<file path="config.mk">
export PLATFORM = sky130hd
export DESIGN_NAME = cam_regbus_master
export DESIGN_NICKNAME = d
export VERILOG_FILES = /design/src/rtl/cam_regbus_pkg.sv /design/src/rtl/cam_regbus_qtick.sv /design/src/rtl/cam_regbus_bitengine.sv /design/src/rtl/cam_regbus_sequencer.sv /design/src/rtl/cam_regbus_master.sv
export SDC_FILE = /design/constraint.sdc
export NUM_CORES = 1
export LEC_CHECK = 0
export ABC_AREA = 1
export BUFFER_PORTS_ARGS = -buffer_cell sky130_fd_sc_hd__buf_2
export CORE_MARGIN = 2
export CORE_UTILIZATION = 42
export CTS_BUF_LIST = sky130_fd_sc_hd__clkbuf_4 sky130_fd_sc_hd__clkbuf_8
export CTS_CLUSTER_SIZE = 28
export DETAILED_ROUTE_END_ITERATION = 10
export PLACE_DENSITY = 0.66
export SLEW_MARGIN = 20
export SYNTH_ARGS = -nofsm -noshare
export SYNTH_HDL_FRONTEND = slang
export SYNTH_SLANG_ARGS = --single-unit
</file>
<file path="constraint.sdc">
create_clock -name clk -period 1.8 [get_ports clk]
set_input_delay 0.45 -clock clk [delete_from_list [all_inputs] [get_ports clk]]
set_output_delay 0.45 -clock clk [all_outputs]
set_load 0.05 [all_outputs]
</file>
<file path="src/rtl/cam_regbus_pkg.sv">
package cam_regbus_pkg;

  typedef enum logic [2:0] {
    OP_NONE  = 3'd0,
    OP_START = 3'd1,
    OP_WBYTE = 3'd2,
    OP_RBYTE = 3'd3,
    OP_STOP  = 3'd4
  } bus_op_e;

  typedef struct packed {
    bus_op_e    op;
    logic [7:0] data;
    logic       chk_ack;
    logic       last;
  } step_t;

  typedef enum logic [1:0] {
    SQ_IDLE  = 2'd0,
    SQ_ISSUE = 2'd1,
    SQ_WAIT  = 2'd2
  } seq_state_e;

endpackage

</file>
<file path="src/rtl/cam_regbus_qtick.sv">
module cam_regbus_qtick #(
  parameter int QTR_CYCLES = 4
) (
  input  logic clk,
  input  logic rst_n,
  input  logic run,
  output logic tick
);
  localparam int CW = (QTR_CYCLES > 2) ? $clog2(QTR_CYCLES) : 1;
  localparam logic [CW-1:0] LAST = CW'(QTR_CYCLES - 1);

  logic [CW-1:0] cnt_q, cnt_d;

  assign tick = run && (cnt_q == LAST);

  always_comb begin
    cnt_d = cnt_q;
    if (!run || tick) cnt_d = '0;
    else              cnt_d = cnt_q + 1'b1;
  end

  always_ff @(posedge clk or negedge rst_n) begin
    if (!rst_n) cnt_q <= '0;
    else        cnt_q <= cnt_d;
  end

endmodule

</file>
<file path="src/rtl/cam_regbus_bitengine.sv">
module cam_regbus_bitengine
  import cam_regbus_pkg::*;
(
  input  logic       clk,
  input  logic       rst_n,
  input  logic       tick,
  input  logic       op_start,
  input  bus_op_e    op_in,
  input  logic [7:0] data_in,
  input  logic       sda_in,
  output logic       run,
  output logic       op_done,
  output logic       ack_n,
  output logic [7:0] rx_byte,
  output logic       scl_oe,
  output logic       sda_oe
);
  bus_op_e    op_q, op_d;
  logic [1:0] qtr_q, qtr_d;
  logic [3:0] bit_q, bit_d;
  logic [7:0] sh_q, sh_d;
  logic       samp_q, samp_d;
  logic       ackn_q, ackn_d;
  logic       done_q, done_d;
  logic       scl_q, sda_q;
  logic       scl_lo, sda_lo, is_byte;

  assign is_byte = (op_q == OP_WBYTE) || (op_q == OP_RBYTE);
  assign run     = (op_q != OP_NONE);
  assign op_done = done_q;
  assign ack_n   = ackn_q;
  assign rx_byte = sh_q;
  assign scl_oe  = scl_q;
  assign sda_oe  = sda_q;

  // line levels for the current quarter of the current bit
  always_comb begin
    scl_lo = scl_q;
    sda_lo = sda_q;
    unique case (op_q)
      OP_START: begin
        sda_lo = (qtr_q >= 2'd2);
        scl_lo = (qtr_q == 2'd3);
      end
      OP_STOP: begin
        sda_lo = (qtr_q <= 2'd1);
        scl_lo = (qtr_q == 2'd0);
      end
      OP_WBYTE: begin
        scl_lo = (qtr_q == 2'd0) || (qtr_q == 2'd3);
        sda_lo = (bit_q != 4'd8) && !sh_q[7];
      end
      OP_RBYTE: begin
        scl_lo = (qtr_q == 2'd0) || (qtr_q == 2'd3);
        sda_lo = 1'b0;
      end
      default: ;
    endcase
  end

  always_comb begin
    op_d   = op_q;
    qtr_d  = qtr_q;
    bit_d  = bit_q;
    sh_d   = sh_q;
    samp_d = samp_q;
    ackn_d = ackn_q;
    done_d = 1'b0;
    if (op_q == OP_NONE) begin
      if (op_start) begin
        op_d  = op_in;
        qtr_d = 2'd0;
        bit_d = 4'd0;
        sh_d  = data_in;
      end
    end else if (tick) begin
      qtr_d = qtr_q + 2'd1;
      if (qtr_q == 2'd1) begin
        samp_d = sda_in;
        if (bit_q == 4'd8) ackn_d = sda_in;
      end
      if (qtr_q == 2'd3) begin
        if (is_byte && (bit_q != 4'd8)) sh_d = {sh_q[6:0], samp_q};
        if (!is_byte || (bit_q == 4'd8)) begin
          op_d   = OP_NONE;
          done_d = 1'b1;
        end else begin
          bit_d = bit_q + 4'd1;
        end
      end
    end
  end

  always_ff @(posedge clk or negedge rst_n) begin
    if (!rst_n) begin
      op_q   <= OP_NONE;
      qtr_q  <= 2'd0;
      bit_q  <= 4'd0;
      sh_q   <= 8'd0;
      samp_q <= 1'b1;
      ackn_q <= 1'b0;
      done_q <= 1'b0;
      scl_q  <= 1'b0;
      sda_q  <= 1'b0;
    end else begin
      op_q   <= op_d;
      qtr_q  <= qtr_d;
      bit_q  <= bit_d;
      sh_q   <= sh_d;
      samp_q <= samp_d;
      ackn_q <= ackn_d;
      done_q <= done_d;
      if (run) begin
        scl_q <= scl_lo;
        sda_q <= sda_lo;
      end
    end
  end

  // data moves under a released clock only inside start or stop
  a_r5_sda_edge_only_in_cond: assert property (@(posedge clk) disable iff (!rst_n)
    (!scl_q && !$stable(sda_q)) |-> ($past(op_q) == OP_START || $past(op_q) == OP_STOP));

  // while a byte is in flight and the clock is released, data is stable
  a_r1_data_stable_high: assert property (@(posedge clk) disable iff (!rst_n)
    ($past(is_byte) && !scl_q && !$past(scl_q)) |-> $stable(sda_q));

endmodule

</file>
<file path="src/rtl/cam_regbus_sequencer.sv">
module cam_regbus_sequencer
  import cam_regbus_pkg::*;
#(
  parameter logic [6:0] DEV_ADDR = 7'h60
) (
  input  logic       clk,
  input  logic       rst_n,
  input  logic       req_valid,
  input  logic       req_rd,
  input  logic [7:0] req_addr,
  input  logic [7:0] req_wdata,
  input  logic       eng_done,
  input  logic       eng_ackn,
  input  logic [7:0] eng_rx,
  output logic       op_start,
  output bus_op_e    op_out,
  output logic [7:0] data_out,
  output logic       busy,
  output logic [7:0] rdata,
  output logic       done,
  output logic       ack_err
);
  localparam logic [7:0] WR_BYTE = {DEV_ADDR, 1'b0};
  localparam logic [7:0] RD_BYTE = {DEV_ADDR, 1'b1};

  seq_state_e st_q, st_d;
  logic [2:0] step_q, step_d;
  logic       rd_q, rd_d, abort_q, abort_d;
  logic [7:0] addr_q, addr_d, wdat_q, wdat_d, rdata_q, rdata_d;
  logic       err_q, err_d, done_q, done_d;
  step_t      cur;

  function automatic step_t step_of(input logic rd, input logic [2:0] idx,
                                    input logic [7:0] ra, input logic [7:0] wd,
                                    input logic ab);
    step_t s;
    s.op = OP_STOP; s.data = 8'hFF; s.chk_ack = 1'b0; s.last = 1'b1;
    if (!ab) begin
      if (!rd) begin
        unique case (idx)
          3'd0: begin s.op = OP_START; s.last = 1'b0; end
          3'd1: begin s.op = OP_WBYTE; s.data = WR_BYTE; s.chk_ack = 1'b1; s.last = 1'b0; end
          3'd2: begin s.op = OP_WBYTE; s.data = ra;      s.chk_ack = 1'b1; s.last = 1'b0; end
          3'd3: begin s.op = OP_WBYTE; s.data = wd;      s.chk_ack = 1'b1; s.last = 1'b0; end
          default: ;
        endcase
      end else begin
        unique case (idx)
          3'd0: begin s.op = OP_START; s.last = 1'b0; end
          3'd1: begin s.op = OP_WBYTE; s.data = WR_BYTE; s.chk_ack = 1'b1; s.last = 1'b0; end
          3'd2: begin s.op = OP_WBYTE; s.data = ra;      s.chk_ack = 1'b1; s.last = 1'b0; end
          3'd3: begin s.op = OP_STOP;  s.last = 1'b0; end
          3'd4: begin s.op = OP_START; s.last = 1'b0; end
          3'd5: begin s.op = OP_WBYTE; s.data = RD_BYTE; s.chk_ack = 1'b1; s.last = 1'b0; end
          3'd6: begin s.op = OP_RBYTE; s.last = 1'b0; end
          default: ;
        endcase
      end
    end
    return s;
  endfunction

  assign cur      = step_of(rd_q, step_q, addr_q, wdat_q, abort_q);
  assign op_start = (st_q == SQ_ISSUE);
  assign op_out   = cur.op;
  assign data_out = cur.data;
  assign busy     = (st_q != SQ_IDLE);
  assign rdata    = rdata_q;
  assign done     = done_q;
  assign ack_err  = err_q;

  always_comb begin
    st_d    = st_q;
    step_d  = step_q;
    rd_d    = rd_q;
    abort_d = abort_q;
    addr_d  = addr_q;
    wdat_d  = wdat_q;
    rdata_d = rdata_q;
    err_d   = err_q;
    done_d  = 1'b0;
    unique case (st_q)
      SQ_IDLE: if (req_valid) begin
        rd_d    = req_rd;
        addr_d  = req_addr;
        wdat_d  = req_wdata;
        step_d  = 3'd0;
        abort_d = 1'b0;
        err_d   = 1'b0;
        st_d    = SQ_ISSUE;
      end
      SQ_ISSUE: st_d = SQ_WAIT;
      SQ_WAIT: if (eng_done) begin
        if (cur.op == OP_RBYTE) rdata_d = eng_rx;
        if (cur.chk_ack && eng_ackn) begin
          err_d   = 1'b1;
          abort_d = 1'b1;
          st_d    = SQ_ISSUE;
        end else if (cur.last) begin
          done_d = 1'b1;
          st_d   = SQ_IDLE;
        end else begin
          step_d = step_q + 3'd1;
          st_d   = SQ_ISSUE;
        end
      end
      default: st_d = SQ_IDLE;
    endcase
  end

  always_ff @(posedge clk or negedge rst_n) begin
    if (!rst_n) begin
      st_q    <= SQ_IDLE;
      step_q  <= 3'd0;
      rd_q    <= 1'b0;
      abort_q <= 1'b0;
      addr_q  <= 8'd0;
      wdat_q  <= 8'd0;
      rdata_q <= 8'd0;
      err_q   <= 1'b0;
      done_q  <= 1'b0;
    end else begin
      st_q    <= st_d;
      step_q  <= step_d;
      rd_q    <= rd_d;
      abort_q <= abort_d;
      addr_q  <= addr_d;
      wdat_q  <= wdat_d;
      rdata_q <= rdata_d;
      err_q   <= err_d;
      done_q  <= done_d;
    end
  end

  // completion is a single-cycle pulse
  a_r7_done_single: assert property (@(posedge clk) disable iff (!rst_n)
    done_q |=> !done_q);

  // error flag holds while no command is accepted
  a_r7_err_hold: assert property (@(posedge clk) disable iff (!rst_n)
    (st_q == SQ_IDLE && !req_valid) |=> $stable(err_q));

  // the latched command is not disturbed while busy
  a_r8_ignore_busy: assert property (@(posedge clk) disable iff (!rst_n)
    (st_q != SQ_IDLE) |=> ($stable(addr_q) && $stable(rd_q) && $stable(wdat_q)));

  // a missing acknowledge is followed by a stop, nothing else
  a_r6_abort_to_stop: assert property (@(posedge clk) disable iff (!rst_n)
    (st_q == SQ_WAIT && eng_done && cur.chk_ack && eng_ackn) |=> (op_start && op_out == OP_STOP));

endmodule

</file>
<file path="src/rtl/cam_regbus_master.sv">
module cam_regbus_master
  import cam_regbus_pkg::*;
#(
  parameter int         QTR_CYCLES = 4,
  parameter logic [6:0] DEV_ADDR   = 7'h60
) (
  input  logic       clk,
  input  logic       rst_n,
  input  logic       req_valid,
  input  logic       req_rd,
  input  logic [7:0] req_addr,
  input  logic [7:0] req_wdata,
  output logic       busy,
  output logic       rsp_done,
  output logic [7:0] rsp_rdata,
  output logic       rsp_ack_err,
  output logic       scl_oe,
  output logic       sda_oe,
  input  logic       sda_in
);
  logic [1:0] rsync_q;
  logic       rst_core_n;
  logic       tick, eng_run, eng_done, eng_ackn, op_start;
  logic [7:0] eng_rx, op_data;
  bus_op_e    op_sel;

  always_ff @(posedge clk or negedge rst_n) begin
    if (!rst_n) rsync_q <= 2'b00;
    else        rsync_q <= {rsync_q[0], 1'b1};
  end
  assign rst_core_n = rsync_q[1];

  cam_regbus_qtick #(.QTR_CYCLES(QTR_CYCLES)) u_qtick (
    .clk   (clk),
    .rst_n (rst_core_n),
    .run   (eng_run),
    .tick  (tick)
  );

  cam_regbus_bitengine u_eng (
    .clk      (clk),
    .rst_n    (rst_core_n),
    .tick     (tick),
    .op_start (op_start),
    .op_in    (op_sel),
    .data_in  (op_data),
    .sda_in   (sda_in),
    .run      (eng_run),
    .op_done  (eng_done),
    .ack_n    (eng_ackn),
    .rx_byte  (eng_rx),
    .scl_oe   (scl_oe),
    .sda_oe   (sda_oe)
  );

  cam_regbus_sequencer #(.DEV_ADDR(DEV_ADDR)) u_seq (
    .clk       (clk),
    .rst_n     (rst_core_n),
    .req_valid (req_valid),
    .req_rd    (req_rd),
    .req_addr  (req_addr),
    .req_wdata (req_wdata),
    .eng_done  (eng_done),
    .eng_ackn  (eng_ackn),
    .eng_rx    (eng_rx),
    .op_start  (op_start),
    .op_out    (op_sel),
    .data_out  (op_data),
    .busy      (busy),
    .rdata     (rsp_rdata),
    .done      (rsp_done),
    .ack_err   (rsp_ack_err)
  );

  // the bus is released whenever no command runs
  a_r9_bus_released: assert property (@(posedge clk) disable iff (!rst_core_n)
    !busy |-> (!scl_oe && !sda_oe));

  // a request taken while idle raises busy on the next cycle
  a_r8_busy_follows_req: assert property (@(posedge clk) disable iff (!rst_core_n)
    (!busy && req_valid) |=> busy);

endmodule

</file>
==> out/summary.md <==
Global-route congestion overflow total: 0. Number of I/O port buffers: 33. The later pin in the worst-skew pair is clocked with a latency of 0.35 ns. The filler cells instantiated in the layout total 675. 0 antenna diodes ended up in the layout. 34 I/O pins were placed. The logs give 517 for the post-layout instance count excluding filler cells and 0 for the initial antenna violation count. TritonCTS built the clock tree. The library cells used most frequently in the layout, excluding fill and tap cells, are sky130_fd_sc_hd__nand2_1 (132), sky130_fd_sc_hd__dfrtp_1 (55), sky130_fd_sc_hd__buf_2 (33). The wire length reported by the detailed router was 5935 um; the fraction of the mapped netlist area in adder cells was 5.070%.

On the critical path the largest part of the delay comes from flip-flops. For this configuration, the core starts out at a cell density of 43.59%. After floorplanning, the core was divided into 30 placement rows. In this run the clock root is driven by a sky130_fd_sc_hd__clkbuf_8. The average wire length per cell after detail routing works out to 11.48 um. For the final routed database, the setup TNS stands at 0 ns. For the floorplan core area, the log shows 6794 um2. Multiplexer cells account for 0% of the synthesized area. The critical path endpoint category was a primary output. Compared with the post-synthesis result, the final layout area differs by 19.01%.

The synthesized design contains 58 register bits. The worst endpoint data arrival time is 1.20 ns, and the count of endpoints failing hold in the final timing report is 0. The tools report the worst setup skew after layout as 0.007545 ns. For the maximum buffer depth of the clock tree, the log shows 2. Net count after synthesis: 402.

The worst path in the final design needs a cycle of 1.651 ns, including I/O delays and setup. The die height came out at 87.97 um. In this run the remaining antenna-violating nets after routing total 0. The post-layout utilization of the core is 51.88%, and the number of remaining DRC errors is 0. After detailed placement, the design holds a cell count of 498. Setup violations remaining at the end of the flow were counted as 0.

The post-synthesis cell type count was 29; the Yosys warning count was 0. Detailed placement ended at an HPWL of 4243 um. At the end of the flow, the number of nets in the layout was 449.

The number of max-slew violations in the final report was 0. STA puts the critical path data required time at 1.35 ns. Leakage power total: 1.874 nW.

Overall die width: 87.97 um. The final critical-path share of the clock period works out to 91.73%. Using the TritonRoute via totals, the vias-per-cell ratio works out to 4.733. The area fraction in compound gates after synthesis came out at 7.436%. The tools report the number of DRC markers after the initial detailed-route iteration as 136.

Of the synthesized area, sequential elements account for 49.05%. The clock net in this run drives a total of 58 sinks. After clock tree synthesis, the clock-pin slew on the worst setup and hold paths is 0.06 ns. Clock tree synthesis inserted a total of 9 buffers.

Global routing used 17.62% of the available tracks across all layers. The most frequent standard cell in the layout excluding fill and tap cells was sky130_fd_sc_hd__nand2_1. The buffers plus inverters on the worst setup path works out to 2. The flow ran to the end, and the final reports show no timing, DRC or antenna violations. The average instance in the mapped netlist occupies 8.026 um2. Before CTS, the worst setup slack after placement is 0.1199 ns.

The tools report the critical path launch point type as a flip-flop. After synthesis, the largest family of logic cells by area is simple AND/OR/NAND/NOR gates. The number of max-cap violations was 0; the least setup slack across all paths after layout was 0.1489 ns. Across all layers, the routed design uses 2447 vias. The first global-routing pass estimated 10410 um of wire. The run gives 2322 as the via count of the first global-routing pass. Worst hold path class: reg2async. Along the worst path, the maximum fanout reaches 4. After synthesis the cells add up to 2962 um2.

The routability congestion estimate is 0.8512, and the count of mapped cells out of synthesis is 369. Entering global routing, the biggest net connects 57 pins. The synthesized netlist devotes 31.52% of its cell area to simple gates. The xor-xnor portion of the synthesized cell area came out at 0.5915%. The critical path is of the reg2out type.

The critical path goes through nor2_1, inv_1, buf_2. The cell with the largest stage delay on the worst path is sky130_fd_sc_hd__dfrtp_1. Setup repair after global routing left no endpoint under its margin. Static timing analysis puts the maximum clock frequency at 0.6057 GHz.

The worst supply voltage drop on vdd is 0.6254 mV. Before antenna repair, the detailed router went through 4 iterations. For this design the ratio of total power to cell area is 1568 nW/um2. The share of final-layout standard cells stronger than drive strength 1 came out at 20.90%. The die covers 7739 um2.

For this run, the slowest stage of the critical path takes 0.44 ns. CTS built an H-tree with a depth of 3.
-- path summary, 6_finish.rpt --
path	from	endpoint	slack, ns	cells after the start
max in group asynchronous	rsync_q[1]	u_eng.samp_q	1.25	1
min in group clk	req_addr[3]	u_seq.addr_q[3]	0.29	3
hold / removal	rsync_q[1]	u_seq.step_q[2]	0.24	1
hold reg to reg	rsync_q[1]	u_seq.step_q[2]	0.24	1
setup reg to reg	u_seq.step_q[0]	u_seq.rdata[5]	0.15	9
setup / recovery	u_seq.st_q[0]	busy	0.15	3
-- cells by family (layout without fill, tap and decap cells) --
kind of cell / count (synthesis) / count (layout)
simple gates: 211 / 211
flops: 58 / 58
buf+inv: 46 / 98
compound gates: 39 / 39
fa+ha+maj: 12 / 12
xor+xnor: 2 / 2
other cells: 1 / 1
-- stage by stage --
step | hold slack, ns | area (um2) | total power (W)
floorplan | 0.1544 | 2962 | 0.003690
global placement | 0.2362 | 3268 | 0.004170
detailed placement | 0.2373 | 3268 | 0.004209
CTS | 0.2759 | 3496 | 0.005555
global route | 0.2957 | 3525 | 0.006042
finish | 0.2429 | 3525 | 0.005528
-- layout make-up --
type / count / area, um2 / share of cell area [%]
sequential: 58 / 1455 / 41.29
multi-input combinational: 265 / 1338 / 37.95
timing repair buffer: 41 / 240.2 / 6.816
inverter: 41 / 153.9 / 4.366
clock buffer: 9 / 123.9 / 3.514
tap: 96 / 120.1 / 3.408
clock inverter: 7 / 93.84 / 2.662
-- registers in the layout (all words and copies together), names as in the netlist, 3 cells and up --
signal,flops
u_seq.addr_q,8
u_seq.wdat_q,8
u_seq.rdata,8
u_eng.rx_byte,8
u_eng.bit_q,4
u_eng.op_q,3
u_seq.step_q,3
-- layer usage --
metal | vias to the layer above | track usage, % | share of wire [%]
met5 | - | 0 | 0
met3 | 10 | 3.487 | 4.2
met1 | 1131 | 23.39 | 50
met4 | 0 | 10.49 | 1.7
met2 | 38 | 26.65 | 44
li1 | 1268 | - | -
-- timing repair --
action / in CTS / in global routing
gates resized for setup: 0 / 4
hold buffers: 1 / 0
setup endpoints to repair: 0 / 9
hold endpoints to repair: 2 / 0
buffers inserted: 0 / 2
-- synthesized netlist by cell type --
master / n / area share [%]
sky130_fd_sc_hd__nor2_2: 4 / 0.84
sky130_fd_sc_hd__a21oi_1: 7 / 1.2
sky130_fd_sc_hd__nand4_1: 5 / 1.1
sky130_fd_sc_hd__nor2_4: 4 / 1.5
sky130_fd_sc_hd__nor2_1: 24 / 3.0
sky130_fd_sc_hd__dfstp_2: 1 / 0.89
sky130_fd_sc_hd__nand3_1: 25 / 4.2
sky130_fd_sc_hd__inv_2: 8 / 1.0
sky130_fd_sc_hd__clkinv_1: 2 / 0.25
sky130_fd_sc_hd__o21ai_0: 17 / 2.9
sky130_fd_sc_hd__o21ai_2: 2 / 0.59
sky130_fd_sc_hd__buf_6: 1 / 0.38
sky130_fd_sc_hd__ha_1: 12 / 5.1
sky130_fd_sc_hd__nand3b_1: 1 / 0.25
sky130_fd_sc_hd__inv_1: 31 / 3.9
sky130_fd_sc_hd__o22ai_1: 4 / 0.84
sky130_fd_sc_hd__nand2_4: 1 / 0.38
sky130_fd_sc_hd__nand4_2: 2 / 0.84
sky130_fd_sc_hd__nor3_1: 6 / 1.0
sky130_fd_sc_hd__o21ai_1: 4 / 0.68
sky130_fd_sc_hd__nand3_2: 1 / 0.34
sky130_fd_sc_hd__xor2_1: 2 / 0.59
sky130_fd_sc_hd__nand2_1: 132 / 17
sky130_fd_sc_hd__nand2_2: 6 / 1.3
sky130_fd_sc_hd__dfrtp_1: 57 / 48
sky130_fd_sc_hd__conb_1: 1 / 0.13
sky130_fd_sc_hd__o211ai_1: 5 / 1.3
sky130_fd_sc_hd__buf_2: 3 / 0.51
sky130_fd_sc_hd__clkbuf_1: 1 / 0.13
-- power by group --
group / total (W) / internal (W) / switching (W)
Sequential: 0.00205 / 0.00172 / 0.000326
Combinational: 0.00216 / 0.000709 / 0.00145
Clock: 0.00131 / 0.000775 / 0.000539
Power figures use the tool's default switching activity.
